`src/rtl/wt_pkg.sv`:
```
package wt_pkg;

    typedef enum logic [1:0] {
        ACT_NONE = 2'd0,
        ACT_SET  = 2'd1,
        ACT_CLR  = 2'd2,
        ACT_TGL  = 2'd3
    } act_e;

    typedef enum logic [1:0] {
        WAVE_UP        = 2'd0,
        WAVE_UPDN      = 2'd1,
        WAVE_UP_CRST   = 2'd2,
        WAVE_UPDN_CTOP = 2'd3
    } wave_e;

    typedef enum logic [1:0] {
        EDGE_OFF  = 2'd0,
        EDGE_RISE = 2'd1,
        EDGE_FALL = 2'd2,
        EDGE_ANY  = 2'd3
    } edge_e;

    localparam int STAT_W    = 19;
    localparam int ST_OVF    = 0;
    localparam int ST_CMPA   = 2;
    localparam int ST_CMPB   = 3;
    localparam int ST_CMPC   = 4;
    localparam int ST_MIRR_A = 17;
    localparam int ST_MIRR_B = 18;

endpackage

```
`src/rtl/wt_counter.sv`:
```
module wt_counter #(
    parameter int CNT_W = 16
) (
    input  logic             clk,
    input  logic             rst_n,
    input  logic             run,
    input  logic             restart,
    input  logic [1:0]       mode,
    input  logic [CNT_W-1:0] top_c,
    output logic [CNT_W-1:0] cnt,
    output logic             at_max
);
    import wt_pkg::*;

    localparam logic [CNT_W-1:0] CNT_MAX = {CNT_W{1'b1}};
    localparam logic [CNT_W-1:0] CNT_ONE = {{(CNT_W-1){1'b0}}, 1'b1};

    typedef struct packed {
        logic [CNT_W-1:0] val;
        logic             up;
    } cnt_st_t;

    cnt_st_t          st_d, st_q;
    logic [CNT_W-1:0] limit;

    always_comb begin
        st_d  = st_q;
        limit = (wave_e'(mode) == WAVE_UPDN_CTOP) ? top_c : CNT_MAX;
        if (restart) begin
            st_d.val = '0;
            st_d.up  = 1'b1;
        end else if (run) begin
            case (wave_e'(mode))
                WAVE_UP: begin
                    st_d.val = st_q.val + CNT_ONE;
                    st_d.up  = 1'b1;
                end
                WAVE_UP_CRST: begin
                    st_d.val = (st_q.val == top_c) ? '0 : st_q.val + CNT_ONE;
                    st_d.up  = 1'b1;
                end
                default: begin
                    if (st_q.up) begin
                        if (st_q.val >= limit) begin
                            st_d.up  = 1'b0;
                            st_d.val = (limit == '0) ? '0 : st_q.val - CNT_ONE;
                        end else begin
                            st_d.val = st_q.val + CNT_ONE;
                        end
                    end else begin
                        if (st_q.val == '0) begin
                            st_d.up  = 1'b1;
                            st_d.val = (limit == '0) ? '0 : CNT_ONE;
                        end else begin
                            st_d.val = st_q.val - CNT_ONE;
                        end
                    end
                end
            endcase
        end
    end

    always_ff @(posedge clk or negedge rst_n) begin
        if (!rst_n) begin
            st_q.val <= '0;
            st_q.up  <= 1'b1;
        end else begin
            st_q <= st_d;
        end
    end

    assign cnt    = st_q.val;
    assign at_max = (st_q.val == CNT_MAX);

    a_r6_restart_zero: assert property (@(posedge clk) disable iff (!rst_n)
        restart |=> (cnt == '0));

    a_r2_hold_idle: assert property (@(posedge clk) disable iff (!rst_n)
        (!run && !restart) |=> $stable(cnt));

    a_r4_wrap_at_c: assert property (@(posedge clk) disable iff (!rst_n)
        (run && !restart && mode == 2'd2 && cnt == top_c) |=> (cnt == '0));

endmodule

```
`src/rtl/wt_evt_edge.sv`:
```
module wt_evt_edge (
    input  logic       clk,
    input  logic       rst_n,
    input  logic [1:0] edge_sel,
    input  logic [1:0] src_sel,
    input  logic       in_b,
    input  logic [2:0] xclk,
    output logic       hit
);
    import wt_pkg::*;

    typedef struct packed {
        logic prev;
    } edge_st_t;

    edge_st_t st_d, st_q;
    logic     cur;
    logic     rise;
    logic     fall;

    always_comb begin
        case (src_sel)
            2'd0:    cur = in_b;
            2'd1:    cur = xclk[0];
            2'd2:    cur = xclk[1];
            default: cur = xclk[2];
        endcase
        rise      = cur & ~st_q.prev;
        fall      = ~cur & st_q.prev;
        st_d.prev = cur;
        case (edge_e'(edge_sel))
            EDGE_RISE: hit = rise;
            EDGE_FALL: hit = fall;
            EDGE_ANY:  hit = rise | fall;
            default:   hit = 1'b0;
        endcase
    end

    always_ff @(posedge clk or negedge rst_n) begin
        if (!rst_n) st_q.prev <= 1'b0;
        else        st_q      <= st_d;
    end

endmodule

```
`src/rtl/wt_out_action.sv`:
```
module wt_out_action (
    input  logic       clk,
    input  logic       rst_n,
    input  logic       ev_sw,
    input  logic       ev_ext,
    input  logic       ev_cmpc,
    input  logic       ev_own,
    input  logic [1:0] act_sw,
    input  logic [1:0] act_ext,
    input  logic [1:0] act_cmpc,
    input  logic [1:0] act_own,
    output logic       out
);
    import wt_pkg::*;

    typedef struct packed {
        logic lvl;
    } out_st_t;

    out_st_t st_d, st_q;
    act_e    win;

    // lowest rank first, so each later hit overrides it
    always_comb begin
        win = ACT_NONE;
        if (ev_own  && act_own  != 2'd0) win = act_e'(act_own);
        if (ev_cmpc && act_cmpc != 2'd0) win = act_e'(act_cmpc);
        if (ev_ext  && act_ext  != 2'd0) win = act_e'(act_ext);
        if (ev_sw   && act_sw   != 2'd0) win = act_e'(act_sw);
        st_d = st_q;
        case (win)
            ACT_SET: st_d.lvl = 1'b1;
            ACT_CLR: st_d.lvl = 1'b0;
            ACT_TGL: st_d.lvl = ~st_q.lvl;
            default: st_d.lvl = st_q.lvl;
        endcase
    end

    always_ff @(posedge clk or negedge rst_n) begin
        if (!rst_n) st_q.lvl <= 1'b0;
        else        st_q     <= st_d;
    end

    assign out = st_q.lvl;

    a_r7_set: assert property (@(posedge clk) disable iff (!rst_n)
        (win == ACT_SET) |=> out);

    a_r7_toggle: assert property (@(posedge clk) disable iff (!rst_n)
        (win == ACT_TGL) |=> (out != $past(out)));

    a_r7_none_holds: assert property (@(posedge clk) disable iff (!rst_n)
        (win == ACT_NONE) |=> $stable(out));

    a_r8_sw_clear_wins: assert property (@(posedge clk) disable iff (!rst_n)
        (ev_sw && act_sw == 2'd2) |=> !out);

endmodule

```
`src/rtl/wave_timer_channel.sv`:
```
module wave_timer_channel #(
    parameter int CNT_W = 16
) (
    input  logic                     clk,
    input  logic                     rst_n,
    input  logic                     cmd_start,
    input  logic                     cmd_halt,
    input  logic                     cmd_swtrig,
    input  logic [1:0]               wave_mode,
    input  logic [CNT_W-1:0]         cmp_a,
    input  logic [CNT_W-1:0]         cmp_b,
    input  logic [CNT_W-1:0]         cmp_c,
    input  logic                     stop_at_c,
    input  logic                     halt_at_c,
    input  logic [1:0]               evt_edge,
    input  logic [1:0]               evt_src,
    input  logic                     evt_is_trig,
    input  logic                     in_b,
    input  logic [2:0]               xclk,
    input  logic [1:0]               a_act_cmpa,
    input  logic [1:0]               a_act_cmpc,
    input  logic [1:0]               a_act_evt,
    input  logic [1:0]               a_act_sw,
    input  logic [1:0]               b_act_cmpb,
    input  logic [1:0]               b_act_cmpc,
    input  logic [1:0]               b_act_evt,
    input  logic [1:0]               b_act_sw,
    input  logic                     stat_rd,
    output logic                     out_a,
    output logic                     out_b,
    output logic [CNT_W-1:0]         count,
    output logic [wt_pkg::STAT_W-1:0] status
);
    import wt_pkg::*;

    localparam int N_OUT = 2;

    typedef struct packed {
        logic clk_on;
        logic frozen;
        logic f_ovf;
        logic f_cmpa;
        logic f_cmpb;
        logic f_cmpc;
    } chan_st_t;

    chan_st_t st_d, st_q;
    logic     run, restart, ext_hit, at_max;
    logic     hit_a, hit_b, hit_c, hit_ovf;

    logic [1:0] act_sw_v  [N_OUT];
    logic [1:0] act_ext_v [N_OUT];
    logic [1:0] act_c_v   [N_OUT];
    logic [1:0] act_own_v [N_OUT];
    logic       own_hit_v [N_OUT];
    logic       out_v     [N_OUT];

    wt_evt_edge u_edge (
        .clk      (clk),
        .rst_n    (rst_n),
        .edge_sel (evt_edge),
        .src_sel  (evt_src),
        .in_b     (in_b),
        .xclk     (xclk),
        .hit      (ext_hit)
    );

    wt_counter #(.CNT_W(CNT_W)) u_cnt (
        .clk     (clk),
        .rst_n   (rst_n),
        .run     (run),
        .restart (restart),
        .mode    (wave_mode),
        .top_c   (cmp_c),
        .cnt     (count),
        .at_max  (at_max)
    );

    always_comb begin
        run     = st_q.clk_on & ~st_q.frozen;
        restart = cmd_swtrig | (ext_hit & evt_is_trig);
        hit_a   = run & (count == cmp_a);
        hit_b   = run & (count == cmp_b);
        hit_c   = run & (count == cmp_c);
        hit_ovf = run & at_max;

        st_d = st_q;
        if (cmd_halt || (hit_c && halt_at_c)) st_d.clk_on = 1'b0;
        else if (cmd_start)                   st_d.clk_on = 1'b1;

        if (restart)                   st_d.frozen = 1'b0;
        else if (hit_c && stop_at_c)   st_d.frozen = 1'b1;

        st_d.f_ovf  = (st_q.f_ovf  & ~stat_rd) | hit_ovf;
        st_d.f_cmpa = (st_q.f_cmpa & ~stat_rd) | hit_a;
        st_d.f_cmpb = (st_q.f_cmpb & ~stat_rd) | hit_b;
        st_d.f_cmpc = (st_q.f_cmpc & ~stat_rd) | hit_c;
    end

    always_ff @(posedge clk or negedge rst_n) begin
        if (!rst_n) st_q <= '0;
        else        st_q <= st_d;
    end

    assign act_sw_v[0]  = a_act_sw;
    assign act_ext_v[0] = a_act_evt;
    assign act_c_v[0]   = a_act_cmpc;
    assign act_own_v[0] = a_act_cmpa;
    assign own_hit_v[0] = hit_a;
    assign act_sw_v[1]  = b_act_sw;
    assign act_ext_v[1] = b_act_evt;
    assign act_c_v[1]   = b_act_cmpc;
    assign act_own_v[1] = b_act_cmpb;
    assign own_hit_v[1] = hit_b;

    for (genvar g = 0; g < N_OUT; g++) begin : g_out
        wt_out_action u_act (
            .clk      (clk),
            .rst_n    (rst_n),
            .ev_sw    (cmd_swtrig),
            .ev_ext   (ext_hit),
            .ev_cmpc  (hit_c),
            .ev_own   (own_hit_v[g]),
            .act_sw   (act_sw_v[g]),
            .act_ext  (act_ext_v[g]),
            .act_cmpc (act_c_v[g]),
            .act_own  (act_own_v[g]),
            .out      (out_v[g])
        );
    end

    assign out_a = out_v[0];
    assign out_b = out_v[1];

    always_comb begin
        status            = '0;
        status[ST_OVF]    = st_q.f_ovf;
        status[ST_CMPA]   = st_q.f_cmpa;
        status[ST_CMPB]   = st_q.f_cmpb;
        status[ST_CMPC]   = st_q.f_cmpc;
        status[ST_MIRR_A] = out_a;
        status[ST_MIRR_B] = out_b;
    end

    a_r10_halt_on_c: assert property (@(posedge clk) disable iff (!rst_n)
        (hit_c && halt_at_c) |=> !st_q.clk_on);

    a_r10_freeze_on_c: assert property (@(posedge clk) disable iff (!rst_n)
        (hit_c && stop_at_c && !restart) |=> st_q.frozen);

    a_r11_read_clears: assert property (@(posedge clk) disable iff (!rst_n)
        (stat_rd && !hit_a && !hit_b && !hit_c && !hit_ovf) |=> (status[4:0] == 5'd0));

    a_r3_ovf_flag: assert property (@(posedge clk) disable iff (!rst_n)
        hit_ovf |=> status[ST_OVF]);

    a_r2_halt_wins: assert property (@(posedge clk) disable iff (!rst_n)
        (cmd_halt && cmd_start) |=> !st_q.clk_on);

endmodule

```
`config.mk`:
```
export PLATFORM = sky130hd
export DESIGN_NAME = wave_timer_channel
export DESIGN_NICKNAME = d
export VERILOG_FILES = /design/src/rtl/wt_pkg.sv /design/src/rtl/wt_counter.sv /design/src/rtl/wt_evt_edge.sv /design/src/rtl/wt_out_action.sv /design/src/rtl/wave_timer_channel.sv
export SDC_FILE = /design/constraint.sdc
export NUM_CORES = 1
export LEC_CHECK = 0
export BUFFER_PORTS_ARGS = -buffer_cell sky130_fd_sc_hd__buf_4
export CAP_MARGIN = 20
export CORE_ASPECT_RATIO = 1.25
export CORE_UTILIZATION = 52
export DETAILED_ROUTE_END_ITERATION = 7
export GPL_TIMING_DRIVEN = 0
export PLACE_DENSITY = 0.83
export SLEW_MARGIN = 20
export SYNTH_ARGS = -nofsm -noshare
export SYNTH_HDL_FRONTEND = slang
export SYNTH_SLANG_ARGS = --single-unit
```
`constraint.sdc`:
```
create_clock -name clk -period 4.2 [get_ports clk]
set_clock_uncertainty 0.1 [all_clocks]
set_input_delay 0.63 -clock clk [delete_from_list [all_inputs] [get_ports clk]]
set_output_delay 0.63 -clock clk [all_outputs]
set_load 0.1 [all_outputs]
```
Word level (Yosys, flattened, before mapping)
Cells that the tools add are included.
{"block": "totals", "ff_bits": 26, "output_inout_bits": 37, "wordCells": 111}
{"block": "classes", "addsub": 2, "order_cmp": 1, "n_eq_ne": 17, "n_mux": 28, "bitwise_logic": 24, "reduce_logical": 28}
{"op": "16-bit 2-to-1 mux", "count": 5}
{"op": "17-bit 2-to-1 mux", "count": 3}
{"op": "16-bit == test", "count": 3}
{"op": "17-bit case mux with 2 select lines", "count": 1}
{"op": "16-bit zero test", "count": 2}
{"op": "2-bit nonzero test", "count": 11}
{"op": "2-bit == test (second input constant)", "count": 9}
{"op": "16-bit by 1-bit adder with 16-bit output (second input constant)", "count": 1}
{"op": "16-bit == test (second input constant)", "count": 1}
{"op": "16-bit greater-or-equal comparator", "count": 1}
{"op": "2-bit 2-to-1 mux", "count": 8}
{"op": "16-bit by 1-bit subtractor with 16-bit output (second input constant)", "count": 1}
{"op": "1-bit bitwise AND", "count": 12}
{"op": "1-bit case mux with 3 select lines", "count": 4}
{"op": "1-bit logical AND", "count": 10}
{"op": "2-bit by 1-bit == test with 1-bit output (second input constant)", "count": 4}
{"op": "1-bit 2-to-1 mux", "count": 7}
{"op": "1-bit inverter", "count": 6}
{"op": "1-bit bitwise OR", "count": 6}
{"op": "3-bit nonzero test", "count": 2}
{"op": "2-bit zero test", "count": 2}
{"op": "1-bit logical OR", "count": 1}

Logic depth before layout (Yosys ltp)
Gate-level depths: netlist (run 1).
{"block": "depth", "ltp_word": 11, "mapped_depth": 13, "ltp_nobuf": 10}

By module
From an unflattened synthesis (run 1), not the netlist that was laid out.
{"block": "hier_totals", "cells_unflattened": 423, "area_unflattened_um2": 3479.6}
{"mod": "wt_counter", "n_inst": 1, "cells_each": 266, "area_each_um2": 2163.3}
{"mod": "wave_timer_channel", "n_inst": 1, "cells_each": 115, "area_each_um2": 949.7}
{"mod": "wt_out_action", "n_inst": 2, "cells_each": 16, "area_each_um2": 121.4}
{"mod": "wt_evt_edge", "n_inst": 1, "cells_each": 10, "area_each_um2": 123.9}

Worst setup path after synthesis (run 1)
OpenSTA, ideal clock, no wires.
{"block": "synth_path", "kind": "input to register", "from": "input port wave_mode[0]", "to": "register u_cnt.st_q (netlist bit u_cnt.cnt[3])", "arrival_ns": 3.502, "required_time_ns": 3.974, "slack_ns": 0.472, "stages": 12, "n_path_buf": 2, "cell_sequence": "buf_2 nand2_1 clkbuf_1 nor2_1 ha_1 and4_1 nand4_1 or4_1 nand3_1 mux2_2 a22o_1 o32a_1"}
{"block": "synth_between", "elab_chain_len": 9, "word_cells_on_any_way": 12, "classes_between": "order compare: 1; eq/ne: 2; mux: 7; reduce/logical: 2"}
{"item": "start, declared", "line": "wave_timer_channel.sv:9", "source": "input logic [1:0] wave_mode,"}
{"item": "parallel branches: the longest is 6 deep, another holds 16-bit greater-or-equal comparator"}
{"item": "17-bit case mux with 2 select lines (*)", "line": "wt_counter.sv:33", "source": "case (wave_e'(mode))"}
{"item": "17-bit 2-to-1 mux (*)", "line": "wt_counter.sv:32", "source": "end else if (run) begin"}
{"item": "17-bit 2-to-1 mux (*)", "line": "wt_counter.sv:29", "source": "if (restart) begin"}
{"item": "end signal, assigned", "line": "wt_counter.sv:68", "source": "st_q <= st_d;"}
{"item": "end, declared", "line": "wt_counter.sv:23", "source": "cnt_st_t st_d, st_q;"}
Every way passes the cells marked *. The select of a mux whose other input is x is not followed.
A chain may end at the register's enable or synchronous reset.

Worst setup path in the final report (run 1)
{"block": "layout_path", "from": "register u_cnt.st_q (netlist bit u_cnt.cnt[0])", "to": "register u_cnt.st_q (netlist bit u_cnt.cnt[4])"}
{"block": "layout_between", "elab_chain_len": 7, "word_cells_on_any_way": 13, "classes_between": "add/sub: 2; order compare: 1; eq/ne: 1; mux: 8; reduce/logical: 1"}
{"item": "16-bit by 1-bit subtractor with 16-bit output", "line": "wt_counter.sv:46, wt_counter.sv:55"}
{"item": "16-bit 2-to-1 mux", "line": "wt_counter.sv:46", "source": "st_d.val = (limit == '0) ? '0 : st_q.val - CNT_ONE;"}
{"item": "16-bit 2-to-1 mux", "line": "wt_counter.sv:44", "source": "if (st_q.val >= limit) begin"}
{"item": "17-bit 2-to-1 mux", "line": "wt_counter.sv:43", "source": "if (st_q.up) begin"}
{"item": "17-bit case mux with 2 select lines (*)", "line": "wt_counter.sv:33"}
{"item": "17-bit 2-to-1 mux (*)", "line": "wt_counter.sv:32"}
{"item": "17-bit 2-to-1 mux (*)", "line": "wt_counter.sv:29"}
Mark *: on every way between the ends. The rest lies on a longest branch, timed or not. The select of a mux whose other input is x is not followed.

==> results of run 1 <==
power breakdown:
group	internal [W]	total [W]	switching, W
Sequential	0.000267	0.000285	0.0000176
Combinational	0.000207	0.000625	0.000418
Clock	0.0000843	0.000176	0.0000914
state kept, by name, summed over array words and instances, names as in the netlist:
| signal | count |
|---|---|
| st_q | 2 |
| u_cnt.cnt | 16 |
| g_out.u_act.out | 2 |
| status | 4 |
| u_cnt.st_q | 1 |
| u_edge.st_q | 1 |
repair_timing:
action / 4_1_cts / 5_1_grt
resized for setup: 0 / 5
setup endpoints to repair: 0 / 5
hold buffers: 0 / 0
setup buffers: 0 / 0
final cells by class:
class | count | area, um^2
plain buffers | 59 | 370
multi-input cells | 354 | 2450
fillers | 540 | 1820
flip-flops and latches | 26 | 652
inverters | 13 | 48.8
repair buffers | 104 | 781
clock buffers | 4 | 55.1
well taps | 85 | 106
worst reg2reg max path, stage by stage (launching register included):
cell and delay [ps]:
dfrtp_1 380, clkbuf_1 510, inv_1 220, ha_1 330, nand2b_1 150, a2111oi_2 540
nor4_4 130, o31ai_2 800, nor4_1 180, buf_2 240, a221oi_1 290, a21oi_1 120
cell families (layout without fill, tap and decap cells):
| group | Yosys count | count (layout) | synth area share [%] |
|---|---|---|---|
| other | 1 | 13 | 0.109 |
| muxes | 6 | 6 | 2.28 |
| DFF | 26 | 26 | 18.9 |
| AOI/OAI and AO/OA | 90 | 90 | 19.6 |
| xor gates and xnor gates | 50 | 50 | 12.7 |
| buffers and inverters | 72 | 180 | 12.1 |
| and+or+nand+nor | 174 | 174 | 26.7 |
| adders and majority gates | 21 | 21 | 7.62 |
worst paths after layout:
path,start,end,slack [ps],depth (start not counted)
max in group asynchronous,rst_n,u_cnt.st_q[0],3540,1
hold / removal,rst_n,u_edge.st_q,150,1
setup reg to reg,u_cnt.cnt[0],u_cnt.cnt[4],110,11
hold reg to reg,status[2],status[2],400,1
setup / recovery,u_cnt.cnt[0],u_cnt.cnt[4],110,11
min in group clk,cmd_halt,st_q[5],390,2
layer usage:
metal  track usage (%)  routed length (um)  vias up  share of wire [%]
met3              3.66                1000       52                8.7
met5                 0                   0        -                  0
met1              38.0                4220     1837                 37
li1                  -                   -     1815                  -
met4              20.3                 558        0                4.8
met2              59.3                5760      285                 50
metrics by stage:
step                worst slack [ps]  TNS [ps]
floorplan                        472         0
global placement                -143      -497
detailed placement              -156      -609
CTS                              134         0
global route                    65.3         0
finish                           106         0
synthesized netlist by cell type (4+ instances only):
cell type  number
a211oi_1        4
a21o_1          7
a21oi_1        19
a221oi_1        7
a31oi_1         5
buf_2           7
buf_4          35
clkbuf_1       13
dfrtp_1        25
ha_1           21
inv_1          13
nand2_1        32
nand2b_1        4
nand3_1        13
nand4_1        11
nor2_1         42
nor2b_1         4
nor3_1         15
nor4_1         25
o21ai_0         8
or3_1           5
xor2_1         50
==> run_results.csv, run 1 <==
group,metric,value,unit
cts,cts.sinks,26,
timing,period_share,97.5,%
global_route,antenna_found_initial,0,
layout,final_core_util,71.0,%
layout,synthToLayoutAreaGrowth,29.3,%
critical_path,arrival,4160,ps
timing,relSlewSlack,37.7,%
pwr,power.density,243,nW/um^2
timing,hold_slack,149,ps
placed_design,numPortBuffers,104,
critical_path,cp_slowest_stage_delay,800,ps
logic_synthesis,syn_area,3450,um^2
layout,final_common_cell,"buf_4",
placed_design,dp_cells,641,
drt,final_antenna_net_count,0,
logic_synthesis,synth_cell_types,71,
global_route,overflow,0,
critical_path,cp-start-kind,"flip-flop",
placed_design,place_area,4380,um^2
global_route,grt_pass1_wl,17.7,mm
logic_synthesis,synth_enable_flop_cells,0,
critical_path,path_buf_inv,3,
critical_path,cp_cell_sequence,"clkbuf_1, inv_1, ha_1, nand2b_1, a2111oi_2, nor4_4, o31ai_2, nor4_1, buf_2, a221oi_1, a21oi_1",
global_route,track_usage,33.7,%
floorplan,rows,32,
critical_path,worst_ep_required_time,4260,ps
logic_synthesis,ys_warn_count,0,
logic_synthesis,syn_avg_cell_area,7.84,um^2
floorplan,die_x,74.9,um
logic_synthesis,synth_top_area_share,18.1,%
critical_path,crit_family,"compound AO/OA/AOI/OAI gates",
layout,instances_no_fill,645,
floorplan,die_area,6970,um^2
cts,cts_buffers,3,
timing,fmax,244,MHz
timing,slew_viol_final,0,
logic_synthesis,yosys_most_used_dff,"dfrtp_1",
logic_synthesis,synthArstFlopShare,100,%
pwr,peakVddDrop,0.397,mV
drt,wl_per_cell,17.9,um
global_route,grt_pass1_vias,3828,
logic_synthesis,syn_inst,440,
timing,layout_min_cycle_time,4090,ps
layout,fin_area,4460,um^2
logic_synthesis,synth_seq_cells,26,
drt,drtIter0Drc,314,
layout,layout.cells.most_common_list,"139 x buf_4, 50 x xor2_1, 42 x nor2_1",
drt,dr.pass1.iters,5,
placed_design,globalplace.congestion,0.941,
floorplan,io_pins,120,
cts,cts_root_buf,"clkbuf_8",
critical_path,end_kind,"flip-flop",
global_route,grt_max_degree,27,
timing,final-hold-violation-count,0,
drt,vias,3989,
timing,finalSetupViolCount,0,
layout,final_nets,665,
drt,wl,11.5,mm
timing,rsz0062_at_grt,"no",
cts,clkTransAtPathRegs,100,ps
pwr,total_leakage_power,2.30,nW
logic_synthesis,synth.area.top_cells,"dfrtp_1 18%, xor2_1 13%, buf_4 7.6%, ha_1 7.6%, nor2_1 4.6%",
critical_path,worstPathMaxFanout,10,
logic_synthesis,synth_seq_area_share,18.9,%
critical_path,crit_type,"reg -> reg",
logic_synthesis,yosysTopAreaCell,"dfrtp_1",
floorplan,die_height,93.1,um
drt,via_per_inst,6.18,
layout,drive_gt1_share,31.1,%
layout,antenna_cells,0,
critical_path,slowest_stage,"o31ai_2",
worst_hold_path,hold_path_class,"in -> async",
cts,clock_latency,280,ps
timing,worst_pin_slew,929,ps
status,status,"finished clean",
cts,cts_tree,"built",
drt,remaining_drc_errors,0,
flow_run,maxCapViolations,0,
cts,cts_buffer_depth,2,
cts,htreeDepth,1,
floorplan,coreArea,6290,um^2
placed_design,dpl.hpwl,8.99,mm
floorplan,start_util,54.9,%
pwr,total_power,0.00109,W
Note: power is estimated with default switching activity, not from simulation.
==> run 2, diff against run 1 <==
Settings changed: PLACE_DENSITY 0.83 to 0.82, SYNTH_HIERARCHICAL set to 1.
==> run 2 against run 1 <==
Non-clock buffer count is 12 lower. Design area is 1.1% higher. Worst setup slack better by 170 ps. Combinational power is 41% higher. Largest power group unchanged. First-iteration DRC count is 50% lower. Final cell count is 2.3% lower. Critical path type is now in -> reg. Synthesized area is 0.87% higher. Via count is 8.0% lower. Sequential cell count stayed put. Core utilization is 0.30 points higher. Fmax is 4.2% higher. Clock-buffer cell count is 1 lower.
==> run_results.csv, run 2 <==
group,metric,value,unit
status,status,"finished clean",
logic_synthesis,synth_seq_area_share,18.7,%
logic_synthesis,synth.area.top_cells,"dfrtp_1 18%, xor2_1 12%, buf_4 7.8%, ha_1 7.2%, mux2i_1 4.6%",
cts,cts_root_buf,"clkbuf_8",
critical_path,worst_ep_required_time,4300,ps
floorplan,coreArea,6330,um^2
logic_synthesis,synth_cell_types,59,
logic_synthesis,syn_inst,423,
critical_path,r2r_end,"u_cnt/cnt[13]",
floorplan,start_util,55.0,%
timing,layout_min_cycle_time,3930,ps
floorplan,rows,32,
timing,rsz0062_at_grt,"no",
layout,antenna_cells,0,
drt,drtIter0Drc,158,
drt,wl_per_cell,16.7,um
cts,post-cts-setup-buffer-count,0,
drt,wl,10.5,mm
logic_synthesis,synth_enable_flop_cells,0,
flow_run,maxCapViolations,0,
placed_design,globalplace.congestion,0.992,
drt,dr.pass1.iters,5,
critical_path,slowest_stage,"nor4_1",
logic_synthesis,synthArstFlopShare,100,%
drt,via_per_inst,5.83,
layout,fin_area,4510,um^2
logic_synthesis,ys_warn_count,6,
pwr,power.density,317,nW/um^2
layout,drive_gt1_share,30.8,%
logic_synthesis,yosys_most_used_dff,"dfrtp_1",
critical_path,cp.depth,12,
logic_synthesis,synth_commonest_cells,"49 x xor2_1, 36 x buf_4, 34 x nand2_1",
critical_path,crit_type,"in -> reg",
global_route,antenna_found_initial,0,
logic_synthesis,synth_top_area_share,18.0,%
worst_hold_path,hold_path_class,"in -> async",
timing,final-hold-violation-count,0,
cts,hold_buffers,0,
critical_path,crit_family,"simple AND/OR/NAND/NOR gates",
cts,cts_buffers,3,
global_route,grt_pass1_vias,3622,
timing,slew_viol_final,0,
cts,htreeDepth,1,
drt,remaining_drc_errors,0,
cts,cts.sinks,26,
cts,clkTransAtPathRegs,90,ps
layout,final_nets,649,
floorplan,die_area,7020,um^2
critical_path,cp-startpoint,"wave_mode[0]",
cts,clock_latency,280,ps
critical_path,cp-start-kind,"primary input",
critical_path,arrival,4030,ps
global_route,grt_max_degree,27,
timing,finalSetupViolCount,0,
critical_path,path_buf_inv,2,
placed_design,dpl.hpwl,8.40,mm
logic_synthesis,syn_area,3480,um^2
critical_path,cp_cell_sequence,"buf_4, nand2_1, clkbuf_1, nor2_1, ha_1, nand4_1, a211o_1, nor3_1, o41ai_4, nor4_1, a221oi_1, a41oi_1",
layout,layout.cells.most_common_list,"142 x buf_4, 49 x xor2_1, 34 x nand2_1",
critical_path,rr_worst_depth,10,
floorplan,io_pins,120,
floorplan,die_height,93.5,um
timing,relSlewSlack,50.4,%
pwr,total_leakage_power,2.26,nW
timing,finalSetupTns,0,ps
logic_synthesis,synth.most_common_cell,"xor2_1",
cts,cts_buffer_depth,2,
critical_path,setup.worst_path.end,"u_cnt/cnt[12]",
logic_synthesis,yosysTopAreaCell,"dfrtp_1",
timing,worst_pin_slew,738,ps
timing,period_share,93.5,%
pwr,peakVddDrop,0.227,mV
drt,final_antenna_net_count,0,
global_route,track_usage,30.2,%
cts,cts_tree,"built",
layout,synthToLayoutAreaGrowth,29.6,%
critical_path,r2r-start,"u_cnt/cnt[0]",
floorplan,die_x,75.2,um
layout,largest_reg_flops,16,
global_route,grt_pass1_wl,16.2,mm
logic_synthesis,syn_avg_cell_area,8.23,um^2
critical_path,end_kind,"flip-flop",
drt,vias,3671,
critical_path,cp_slowest_stage_delay,590,ps
timing,fmax,255,MHz
placed_design,numPortBuffers,106,
critical_path,worstPathMaxFanout,10,
global_route,overflow,0,
layout,final_common_cell,"buf_4",
placed_design,place_area,4430,um^2
logic_synthesis,synth_seq_cells,26,
critical_path,r2r_slack,690,ps
-- run 2: cell types whose count changed after synthesis, moves of 4 or more --
cell      previous run  this run
xnor2_1              0        17
o21a_1               3         9
nand2b_1             4        13
and3_1               2         6
a21oi_1             19        15
o21ai_0              8        15
buf_2                7         0
nor4_1              25        17
clkbuf_1            13         7
mux2i_1              3        16
nor2_1              42        29
a21o_1               7         1
nand4_1             11         7
a221oi_1             7         2
-- run 2: through the flow --
step | hold WS, ps | util (%) | power, W | worst slack (ps) | cells
after floorplan | 234 | - | 0.000984 | 693 | 435
after global placement | 365 | 70.0 | 0.00119 | 63.5 | 626
after detailed placement | 376 | 70.0 | 0.00121 | -51.9 | 626
after CTS | 156 | 71.1 | 0.00143 | 262 | 630
after global routing | 172 | 71.3 | 0.00151 | 160 | 630
final | 155 | 71.3 | 0.00143 | 271 | 630
-- run 2: how the worst min path moves through the flow --
stage	startpoint	endpoint	slack (ps)	cells past startpoint
final	rst_n	status[3]	160	1
after global routing	rst_n	status[4]	170	1
after floorplan	rst_n	g_out[0].u_act/out	230	0
after CTS	rst_n	status[4]	160	1
after global placement	st_q[4]	st_q[4]	360	2
after detailed placement	st_q[4]	st_q[4]	380	2
-- run 2: cells by family after synthesis --
group | synth area share [%]
AOI/OAI and AO/OA | 16.0
buffers and inverters | 10.5
adders and majority gates | 7.19
muxes | 6.65
DFF | 18.7
xor gates and xnor gates | 16.6
and+or+nand+nor | 24.3
other | 0.108
-- run 2: area by class of cell --
class	instances	area, um^2
Clock inverter	1	30.0
Inverter	12	45.0
Tap cell	85	106
Fill cell	525	1820
Clock buffer	3	41.3
Sequential cell	26	652
Multi-Input combinational cell	352	2520
Timing Repair Buffer	106	796
Buffer	45	319
-- run 2: worst register-to-register path: stages, from the launching register on --
cell and delay, ps:
dfrtp_1 530, inv_1 190, ha_1 320, nand2b_1 140
a2111oi_0 460, nor3_1 190, o41ai_4 670, buf_4 320
nand3_1 110, and3b_1 220, o22a_1 160
-- run 2: report_power, final --
group	leakage, nW	total [W]	switching, W	internal [W]
clock	0.0357	0.000216	0.0000880	0.000128
combinational	1.87	0.000883	0.000569	0.000314
sequential	0.348	0.000333	0.0000549	0.000278
-- run 2: repair_timing --
item / in CTS / in global routing
gates resized for setup: 0 / 1
hold endpoints to repair: 0 / 0
setup endpoints to repair: 0 / 3
-- run 2: metal layers --
| layer | part of all wire [%] | up-vias | track usage (%) |
|---|---|---|---|
| li1 | - | 1729 | - |
| met1 | 38 | 1693 | 32.6 |
| met2 | 50 | 206 | 54.2 |
| met3 | 8.0 | 43 | 4.63 |
| met5 | 0 | - | 0 |
| met4 | 4.3 | 0 | 17.7 |
